### src/rtl/i2s_sim_pkg.sv
package i2s_sim_pkg;
   typedef enum logic [1:0] {
      SEQ_IDLE   = 2'd0,
      SEQ_BURST  = 2'd1,
      SEQ_SETTLE = 2'd2,
      SEQ_LATCH  = 2'd3
   } seq_state_e;
endpackage

### src/rtl/i2s_rx_capture.sv
module i2s_rx_capture #(
   parameter int WORD_W      = 16,
   parameter int SYNC_STAGES = 2
) (
   input  logic              clk,
   input  logic              rst_n,
   input  logic              bck_in,
   input  logic              ws_in,
   input  logic              sd_in,
   output logic              pair_valid,
   output logic [WORD_W-1:0] left_word,
   output logic [WORD_W-1:0] right_word
);
   localparam int TOP = SYNC_STAGES - 1;

   logic [SYNC_STAGES-1:0] bck_s, ws_s, sd_s;
   logic                   bck_last;
   logic                   bck_rise;
   logic [WORD_W-2:0]      shreg;
   logic                   ws_prev;
   logic                   left_seen;
   logic [WORD_W-1:0]      left_hold;
   logic [WORD_W-1:0]      word_now;

   // synchroniser chain, one flop per stage
   genvar gi;
   generate
      for (gi = 0; gi < SYNC_STAGES; gi++) begin : g_sync
         if (gi == 0) begin : g_first
            always_ff @(posedge clk or negedge rst_n) begin
               if (!rst_n) begin
                  bck_s[0] <= 1'b0;
                  ws_s[0]  <= 1'b1;
                  sd_s[0]  <= 1'b0;
               end else begin
                  bck_s[0] <= bck_in;
                  ws_s[0]  <= ws_in;
                  sd_s[0]  <= sd_in;
               end
            end
         end else begin : g_next
            always_ff @(posedge clk or negedge rst_n) begin
               if (!rst_n) begin
                  bck_s[gi] <= 1'b0;
                  ws_s[gi]  <= 1'b1;
                  sd_s[gi]  <= 1'b0;
               end else begin
                  bck_s[gi] <= bck_s[gi-1];
                  ws_s[gi]  <= ws_s[gi-1];
                  sd_s[gi]  <= sd_s[gi-1];
               end
            end
         end
      end
   endgenerate

   assign bck_rise = bck_s[TOP] & ~bck_last;
   assign word_now = {shreg, sd_s[TOP]};

   always_ff @(posedge clk or negedge rst_n) begin
      if (!rst_n) begin
         bck_last   <= 1'b0;
         shreg      <= '0;
         ws_prev    <= 1'b1;
         left_seen  <= 1'b0;
         left_hold  <= '0;
         left_word  <= '0;
         right_word <= '0;
         pair_valid <= 1'b0;
      end else begin
         bck_last   <= bck_s[TOP];
         pair_valid <= 1'b0;
         if (bck_rise) begin
            shreg   <= word_now[WORD_W-2:0];
            ws_prev <= ws_s[TOP];
            if (ws_s[TOP] != ws_prev) begin
               // the bit taken at a word-select change is the LSB of the slot just ended
               if (!ws_prev) begin
                  left_hold <= word_now;
                  left_seen <= 1'b1;
               end else if (left_seen) begin
                  left_word  <= left_hold;
                  right_word <= word_now;
                  pair_valid <= 1'b1;
                  left_seen  <= 1'b0;
               end
            end
         end
      end
   end
endmodule

### src/rtl/burst_shifter.sv
module burst_shifter #(
   parameter int WORD_W    = 16,
   parameter int SCLK_HALF = 1,
   parameter int LANES     = 2
) (
   input  logic                    clk,
   input  logic                    rst_n,
   input  logic                    start,
   input  logic [LANES*WORD_W-1:0] load_words,
   output logic                    sclk,
   output logic [LANES-1:0]        sdata,
   output logic                    done
);
   localparam int BI_W = (WORD_W > 1) ? $clog2(WORD_W) : 1;
   localparam logic [BI_W-1:0] LAST_BIT = BI_W'(WORD_W - 1);

   logic            active;
   logic            phase;
   logic [BI_W-1:0] bit_idx;
   logic            half_end;
   logic            last_edge;
   logic            shift_en;

   generate
      if (SCLK_HALF == 1) begin : g_half_one
         assign half_end = 1'b1;
      end else begin : g_half_cnt
         localparam int HC_W = $clog2(SCLK_HALF);
         logic [HC_W-1:0] hcnt;
         always_ff @(posedge clk or negedge rst_n) begin
            if (!rst_n)                              hcnt <= '0;
            else if (start || !active || half_end)   hcnt <= '0;
            else                                     hcnt <= hcnt + 1'b1;
         end
         assign half_end = (hcnt == HC_W'(SCLK_HALF - 1));
      end
   endgenerate

   assign last_edge = active && half_end && phase && (bit_idx == LAST_BIT);
   assign shift_en  = active && half_end && phase && (bit_idx != LAST_BIT);
   assign done      = last_edge;
   assign sclk      = active & phase;

   always_ff @(posedge clk or negedge rst_n) begin
      if (!rst_n) begin
         active  <= 1'b0;
         phase   <= 1'b0;
         bit_idx <= '0;
      end else if (start) begin
         active  <= 1'b1;
         phase   <= 1'b0;
         bit_idx <= '0;
      end else if (active && half_end) begin
         if (!phase) begin
            phase <= 1'b1;
         end else begin
            phase <= 1'b0;
            if (bit_idx == LAST_BIT) active  <= 1'b0;
            else                     bit_idx <= bit_idx + 1'b1;
         end
      end
   end

   // one shift register per lane, all sharing the same clock phase
   genvar li;
   generate
      for (li = 0; li < LANES; li++) begin : g_lane
         logic [WORD_W-1:0] sh;
         always_ff @(posedge clk or negedge rst_n) begin
            if (!rst_n)        sh <= '0;
            else if (start)    sh <= load_words[li*WORD_W +: WORD_W];
            else if (shift_en) sh <= {sh[WORD_W-2:0], 1'b0};
         end
         assign sdata[li] = sh[WORD_W-1];
      end
   endgenerate
endmodule

### src/rtl/settle_latch_seq.sv
module settle_latch_seq
   import i2s_sim_pkg::*;
#(
   parameter int WORD_W = 16,
   parameter int CNT_W  = 16
) (
   input  logic                clk,
   input  logic                rst_n,
   input  logic                pair_valid,
   input  logic [WORD_W-1:0]   left_word,
   input  logic [WORD_W-1:0]   right_word,
   input  logic [CNT_W-1:0]    settle_cycles,
   input  logic [CNT_W-1:0]    latch_cycles,
   input  logic                burst_done,
   output logic                start,
   output logic [2*WORD_W-1:0] load_words,
   output logic                le,
   output logic                overrun
);
   seq_state_e        state;
   logic [CNT_W-1:0]  cnt;
   logic [CNT_W-1:0]  eff_latch;
   logic              pend_valid;
   logic [WORD_W-1:0] pend_l, pend_r;

   assign eff_latch  = (latch_cycles == '0) ? CNT_W'(1) : latch_cycles;
   assign start      = (state == SEQ_IDLE) && pend_valid;
   assign load_words = {pend_r, pend_l};   // lane 0 = left, lane 1 = right
   assign le         = (state == SEQ_LATCH);

   // second buffer stage: holds the pair waiting for the next burst
   always_ff @(posedge clk or negedge rst_n) begin
      if (!rst_n) begin
         pend_valid <= 1'b0;
         pend_l     <= '0;
         pend_r     <= '0;
         overrun    <= 1'b0;
      end else begin
         overrun <= pair_valid && ((state != SEQ_IDLE) || pend_valid);
         if (pair_valid) begin
            pend_l     <= left_word;
            pend_r     <= right_word;
            pend_valid <= 1'b1;
         end else if (start) begin
            pend_valid <= 1'b0;
         end
      end
   end

   always_ff @(posedge clk or negedge rst_n) begin
      if (!rst_n) begin
         state <= SEQ_IDLE;
         cnt   <= '0;
      end else begin
         unique case (state)
            SEQ_IDLE: begin
               cnt <= '0;
               if (start) state <= SEQ_BURST;
            end
            SEQ_BURST: begin
               cnt <= '0;
               if (burst_done) state <= (settle_cycles == '0) ? SEQ_LATCH : SEQ_SETTLE;
            end
            SEQ_SETTLE: begin
               if (cnt == settle_cycles - CNT_W'(1)) begin
                  state <= SEQ_LATCH;
                  cnt   <= '0;
               end else begin
                  cnt <= cnt + 1'b1;
               end
            end
            SEQ_LATCH: begin
               if (cnt == eff_latch - CNT_W'(1)) begin
                  state <= SEQ_IDLE;
                  cnt   <= '0;
               end else begin
                  cnt <= cnt + 1'b1;
               end
            end
            default: state <= SEQ_IDLE;
         endcase
      end
   end
endmodule

### src/rtl/i2s_sim_dac_bridge.sv
module i2s_sim_dac_bridge #(
   parameter int WORD_W      = 16,
   parameter int CNT_W       = 16,
   parameter int SYNC_STAGES = 2,
   parameter int SCLK_HALF   = 1
) (
   input  logic             clk,
   input  logic             rst_n,
   input  logic             i2s_bck,
   input  logic             i2s_ws,
   input  logic             i2s_sd,
   input  logic [CNT_W-1:0] settle_cycles,
   input  logic [CNT_W-1:0] latch_cycles,
   output logic             dac_sclk,
   output logic             dac_data_l,
   output logic             dac_data_r,
   output logic             dac_le,
   output logic             overrun
);
   localparam int LANES = 2;

   generate
      if (WORD_W < 2) begin : g_bad_word
         $error("WORD_W must be at least 2");
      end
      if (SYNC_STAGES < 2) begin : g_bad_sync
         $error("SYNC_STAGES must be at least 2");
      end
      if (SCLK_HALF < 1) begin : g_bad_half
         $error("SCLK_HALF must be at least 1");
      end
      if (CNT_W < 1) begin : g_bad_cnt
         $error("CNT_W must be at least 1");
      end
   endgenerate

   logic                    pair_valid;
   logic [WORD_W-1:0]       left_word, right_word;
   logic                    start, burst_done;
   logic [LANES*WORD_W-1:0] load_words;
   logic [LANES-1:0]        sdata;

   i2s_rx_capture #(.WORD_W(WORD_W), .SYNC_STAGES(SYNC_STAGES)) u_rx (
      .clk(clk), .rst_n(rst_n),
      .bck_in(i2s_bck), .ws_in(i2s_ws), .sd_in(i2s_sd),
      .pair_valid(pair_valid), .left_word(left_word), .right_word(right_word)
   );

   settle_latch_seq #(.WORD_W(WORD_W), .CNT_W(CNT_W)) u_seq (
      .clk(clk), .rst_n(rst_n),
      .pair_valid(pair_valid), .left_word(left_word), .right_word(right_word),
      .settle_cycles(settle_cycles), .latch_cycles(latch_cycles),
      .burst_done(burst_done), .start(start), .load_words(load_words),
      .le(dac_le), .overrun(overrun)
   );

   burst_shifter #(.WORD_W(WORD_W), .SCLK_HALF(SCLK_HALF), .LANES(LANES)) u_shift (
      .clk(clk), .rst_n(rst_n), .start(start), .load_words(load_words),
      .sclk(dac_sclk), .sdata(sdata), .done(burst_done)
   );

   assign dac_data_l = sdata[0];
   assign dac_data_r = sdata[1];
endmodule

### config.mk
export PLATFORM = sky130hd
export DESIGN_NAME = i2s_sim_dac_bridge
export DESIGN_NICKNAME = d
export VERILOG_FILES = /design/src/rtl/i2s_sim_pkg.sv /design/src/rtl/i2s_rx_capture.sv /design/src/rtl/burst_shifter.sv /design/src/rtl/settle_latch_seq.sv /design/src/rtl/i2s_sim_dac_bridge.sv
export SDC_FILE = /design/constraint.sdc
export NUM_CORES = 1
export LEC_CHECK = 0
export BUFFER_PORTS_ARGS = -buffer_cell sky130_fd_sc_hd__buf_2
export CORE_ASPECT_RATIO = 0.5
export CORE_UTILIZATION = 25
export DETAILED_ROUTE_END_ITERATION = 7
export MAX_ROUTING_LAYER = met4
export PLACE_DENSITY = 0.36
export SYNTH_ARGS = -nofsm -noshare
export SYNTH_HDL_FRONTEND = slang
export SYNTH_SLANG_ARGS = --single-unit
### constraint.sdc
create_clock -name clk -period 4.7 [get_ports clk]
set_input_delay 0.235 -clock clk [delete_from_list [all_inputs] [get_ports clk]]
set_output_delay 0.235 -clock clk [all_outputs]
set_load 0.01 [all_outputs]
Word-level counts from Yosys, hierarchy flattened --
Index checks and enable logic that the tools add are counted.
Storage, ports and cells: bits in registers 163, logic and storage cells 98, output and inout bits 5, bits of input ports 37
Cells by class: muxes and demuxes 32, $add $sub $neg 4, reduce and logical (&&, ||, !) cells 20, eq/ne operators 13, bitwise operators 4
Operators by type and width (number):
- 2-to-1 mux 16 bit | 7
- one-hot mux 16 bit (3 select lines) | 1
- == test 16 bit | 2
- logical NOT 16 bit | 2
- subtractor 16 x 1 -> 16 bit (second input constant) | 2
- adder 16 x 1 -> 16 bit (second input constant) | 1
- 2-to-1 mux 4 bit | 4
- 2-to-1 mux 1 bit | 15
- nonzero test 2 bit | 5
- 2-to-1 mux 2 bit | 4
- one-hot mux 2 bit (4 select lines) | 1
- AND reduction 4 bit | 2
- inequality test 2 bit (second input constant) | 3
- AND reduction 3 bit | 2
- logical AND 1 bit | 5
- adder 4 x 1 -> 4 bit (second input constant) | 1
- == test 2 bit (second input constant) | 2
- == test 4 bit (second input constant) | 1
- inequality test 2 x 1 -> 1 bit (second input constant) | 2
- inequality test 4 bit (second input constant) | 1
- bitwise AND 1 bit | 2
- == test 2 x 1 -> 1 bit (second input constant) | 1
- logical NOT 2 bit | 1
- NOT 1 bit | 2
- other kinds (4) | 4

Longest topological paths before layout --
depth after elaboration 6, mapped depth 17, mapped depth without buffers 13

Cells and area by module --
From an unflattened synthesis, not the netlist that was laid out.
Second synthesis, totals: cells, all modules 696, area, all modules 7872.6 µm²
By module, submodules not included:
- settle_latch_seq | times used 1, sequential area each 1301.2 µm², cells each 330, area an instance 3352.0 µm²
- i2s_rx_capture | times used 1, sequential area each 1830.5 µm², cells each 185, area an instance 2673.8 µm²
- burst_shifter | times used 1, sequential area each 950.9 µm², cells each 181, area an instance 1846.8 µm²

Worst setup path after synthesis --
Ideal clock, no wire load.
kind input to register, start point input latch_cycles[5], end point register u_seq.state[1], path slack 1.253 ns, setup time 0.125 ns, arrival 3.322 ns, data required time 4.575 ns, stages on the path 15, buffers on the path 2, cells stage by stage clkbuf_2 > or4_1 > or3_1 > buf_2 > nor2_1 > nor2_1 > ha_1 > or4b_2 > o21a_1 > o21ai_0 > o31ai_1 > o221ai_1 > o41ai_2 > nand4_2 > mux2_4
Between the ends: cells in the longest elaborated chain, start to end 6
Ends and longest elaborated chain:
- start, declared | RTL line i2s_sim_dac_bridge.sv:13 | input logic [CNT_W-1:0] latch_cycles,
- logical NOT 16 bit | RTL line settle_latch_seq.sv:26 | assign eff_latch = (latch_cycles == '0) ? CNT_W'(1) : latch_cycles;
- 2-to-1 mux 16 bit (*) | RTL line settle_latch_seq.sv:26
- subtractor 16 x 1 -> 16 bit (*) | RTL line settle_latch_seq.sv:73 | if (cnt == eff_latch - CNT_W'(1)) begin
- == test 16 bit (*) | RTL line settle_latch_seq.sv:73
- inequality test 2 x 1 -> 1 bit (no source line) (*)
- AND reduction 4 bit (no source line) (*)
- end signal, assigned | RTL line settle_latch_seq.sv:62 | if (burst_done) state <= (settle_cycles == '0) ? SEQ_LATCH : SEQ_SETTLE;
- end, declared | RTL line settle_latch_seq.sv:20 | seq_state_e state;
Mark *: on every way between the ends. The rest lies on a longest branch, timed or not. A chain may end at the register's enable or synchronous reset.

Final worst setup path --
start point input latch_cycles[0], end point register u_seq.cnt[0]
Between the ends: cells in the longest elaborated chain, start to end 6
Ends and longest elaborated chain:
- logical NOT 16 bit | RTL line settle_latch_seq.sv:26
- 2-to-1 mux 16 bit (*) | RTL line settle_latch_seq.sv:26
- subtractor 16 x 1 -> 16 bit (*) | RTL line settle_latch_seq.sv:73
- == test 16 bit (*) | RTL line settle_latch_seq.sv:73
- 2-to-1 mux 16 bit (*) | RTL line settle_latch_seq.sv:73
- one-hot mux 16 bit (3 select lines) (*) | RTL line settle_latch_seq.sv:55 | unique case (state)
- end signal, assigned | RTL line settle_latch_seq.sv:69 | cnt <= cnt + 1'b1;
- end signal, assigned | RTL line settle_latch_seq.sv:77 | cnt <= cnt + 1'b1;
- end, declared | RTL line settle_latch_seq.sv:21 | logic [CNT_W-1:0] cnt;
Marks and branches as above.

==> metrics.yaml <==
p_per_area_mw_per_mm2: 441
netlist_instances: 685
wire_per_inst_um: 15.4
rsz0062_at_grt: "no"
path_max_fanout: 9
power.share.clock: 0.361
ys_seq_area_frac: 0.534
final_cell_mix: "160 x dfrtp_1, 104 x nand2_1, 80 x mux2_2"
wl_um: 17300
final_common_cell: "dfrtp_1"
first_global_vias: 5163
vias: 5036
timing_worst_setup_path_type: "in2reg"
drcViolationCount: 0
reg2reg_setup_slack_ns: 1.83
drv_cap: 0
antenna_found_initial: 0
required_ns: 4.99
synth.avg_cell_area_um2: 11.2
hp-class: "reg2reg"
first_pass_iters: 7
io_pins: 42
p_leak_uw: 0.00401
antenna_left: 0
setup_viol: 0
track_usage: 0.122
cts.clk_slew.worst_paths_ns: 0.06
gr-total-overflow: 0
stdcell_area_mm2: 0.00889
core_area_mm2: 0.0295
cts_buffer_depth: 2
cpLargestDelayFamily: "simple AND/OR/NAND/NOR gates"
root_buffer: "clkbuf_16"
cp-endpoint: "u_seq.cnt[0]$_DFF_PN0_"
cp_common_cell: "nor2_1"
clock_latency_ns: 0.43
reg2reg_to: "u_seq.cnt[0]$_DFF_PN0_"
cts_made_buffers: 17
grt_first_pass_wirelength_um: 29200
period_needed_ns: 3.83
internal_power_uw: 2750
startpoint_type: "input port"
hold_viol: 0
start_util: 0.259
worst_pin_slew_ns: 0.993
grt_max_degree: 77
power.net_switching_uw: 1160
end_kind: "register"
gp_congestion: 0.794
critPathBufInv: 2
place_area_mm2: 0.00826
synth_edf_count: 0
cts.repair.resized: 0
viasPerCell: 4.48
die_x_um: 249
dieHeight_um: 126
ys_warn_count: 0
fin_tns_setup_ns: 0
cts_tree: "built"
diodes: 0
finalCritPeriodShare: 0.814
clock_sinks: 163
clock.fmax_ghz: 0.261
drtIter0Drc: 296
outcome: "finished clean"
drive_gt1_frac: 0.237
crit_cells: 15
finalMaxSlewViolations: 0
cts-htree-levels: 4
netlist.area_leader.share: 0.524
io_buffers: 41
pwr-share-comb: 0.187
cp_cell_sequence: "buf_2 > or4_1 > or3_1 > nor2_1 > nor2_1 > ha_1 > or4b_2 > o21a_1 > o21ai_0 > o31ai_1 > o221ai_1 > o41ai_2 > and2_1 > buf_4 > nor2_1"
skew_ns: 0.0138
timing.rr.start: "u_seq.cnt[7]$_DFF_PN0_"
die-area_mm2: 0.0313
crit_start: "latch_cycles[0]"
slowest_delay_ns: 0.63
synth-async-reset-ratio: 1.00
p_sw_frac: 0.297
row_count: 44
yosysTopAreaCell: "dfrtp_1"
syn_area_mm2: 0.00765
syn-num-nets: 732
crit_slowest_cell: "or4_1"
dp_hpwl_um: 11600
area_delta_synth_final_pct: 16.3
vdd_drop_max_v: 0.000203
slew_headroom: 0.336
ys_top_cells_by_area: "dfrtp_1 52%, mux2_2 12%, nand2_1 5.1%, mux2i_1 4.3%, xnor2_1 3.8%"
hold_slack_ns: 0.357
power_frac_seq: 0.452
synth_seq_cells: 163
ys.flop_type: "dfrtp_1"
final_nets: 767
crit_arrival_ns: 4.12
worst-r2r-cell-count: 8
yosysUniqueCellTypes: 53
==> logic make-up (layout without fill, tap and decap cells) <==
family / after synthesis / count (layout) / synth area share
adders and majority gates: 10 / 10 / 0.0164
muxes: 114 / 114 / 0.163
xor gates and xnor gates: 56 / 56 / 0.0641
and+or+nand+nor: 214 / 214 / 0.133
DFF: 163 / 163 / 0.534
buffers and inverters: 51 / 99 / 0.0280
AOI/OAI and AO/OA: 77 / 77 / 0.0622
==> Yosys cell counts, types with 10 or more instances <==
master / number
nand2_1: 104
mux2i_1: 33
o21ai_0: 43
dfrtp_1: 160
nor2_1: 36
ha_1: 10
xor2_1: 23
xnor2_1: 33
nor4_1: 10
nor3_1: 14
mux2_2: 80
clkbuf_1: 31
inv_1: 13
==> routing by layer <==
layer,global-route usage,part of all wire,up-vias,wire (um)
met5,-,0,-,0
met4,0.0323,0.013,0,227
met3,0.0285,0.029,15,510
met2,0.181,0.44,64,7600
met1,0.167,0.52,2497,8970
li1,-,-,2460,-
==> registers in the layout, indices dropped and copies added (netlist names), 4 cells and up <==
signal / cells
u_rx.left_hold: 16
u_rx.left_word: 16
u_rx.right_word: 16
u_rx.shreg: 15
u_seq.cnt: 16
u_seq.pend_l: 16
u_seq.pend_r: 16
u_shift.bit_idx: 4
u_shift.g_lane.sh: 32
==> area by class of cell <==
| type | count | area, um^2 |
|---|---|---|
| clock buffers | 20 | 447 |
| flip-flops and latches | 163 | 4080 |
| repair buffers | 54 | 319 |
| clock inverters | 12 | 144 |
| well taps | 391 | 489 |
| multi-input cells | 471 | 3360 |
| fillers | 3031 | 20600 |
| inverters | 13 | 48.8 |
==> timing repair <==
item,CTS,global route
endpoints found under the hold margin,74,0
setup buffers,0,0
hold buffers,4,0
==> stage by stage <==
stage,util,instances,setup WS (ns),power [uW]
floorplan,-,685,1.25,2320
global placement,0.280,1088,0.480,2530
detailed placement,0.280,1088,0.411,2550
CTS,0.301,1124,0.845,3990
global route,0.301,1124,0.517,4160
finish,0.301,1124,0.873,3920
==> power by group through the flow <==
stage                     clock network (uW)  registers (uW)  logic (uW)
after detailed placement                   0            1800         745
after floorplan                            0            1730         591
after global placement                     0            1800         731
after CTS                               1460            1780         752
after global routing                    1520            1810         825
final                                   1410            1770         733
==> worst min-delay path by stage <==
stage | from | to | slack, ns | depth (start not counted)
2_1_floorplan | rst_n | u_rx.bck_last$_DFF_PN0_ | -0.06 | 0
5_1_grt | u_rx.ws_s[0]$_DFF_PN1_ | u_rx.ws_s[1]$_DFF_PN1_ | 0.36 | 0
3_5_place_dp | rst_n | u_rx.shreg[5]$_DFFE_PN0P_ | 0.34 | 1
6_report | u_rx.ws_s[0]$_DFF_PN1_ | u_rx.ws_s[1]$_DFF_PN1_ | 0.36 | 0
3_3_place_gp | rst_n | u_rx.shreg[4]$_DFFE_PN0P_ | 0.34 | 1
4_1_cts | u_rx.ws_s[0]$_DFF_PN1_ | u_rx.ws_s[1]$_DFF_PN1_ | 0.36 | 0
Note: power is estimated with default switching activity, not from simulation.
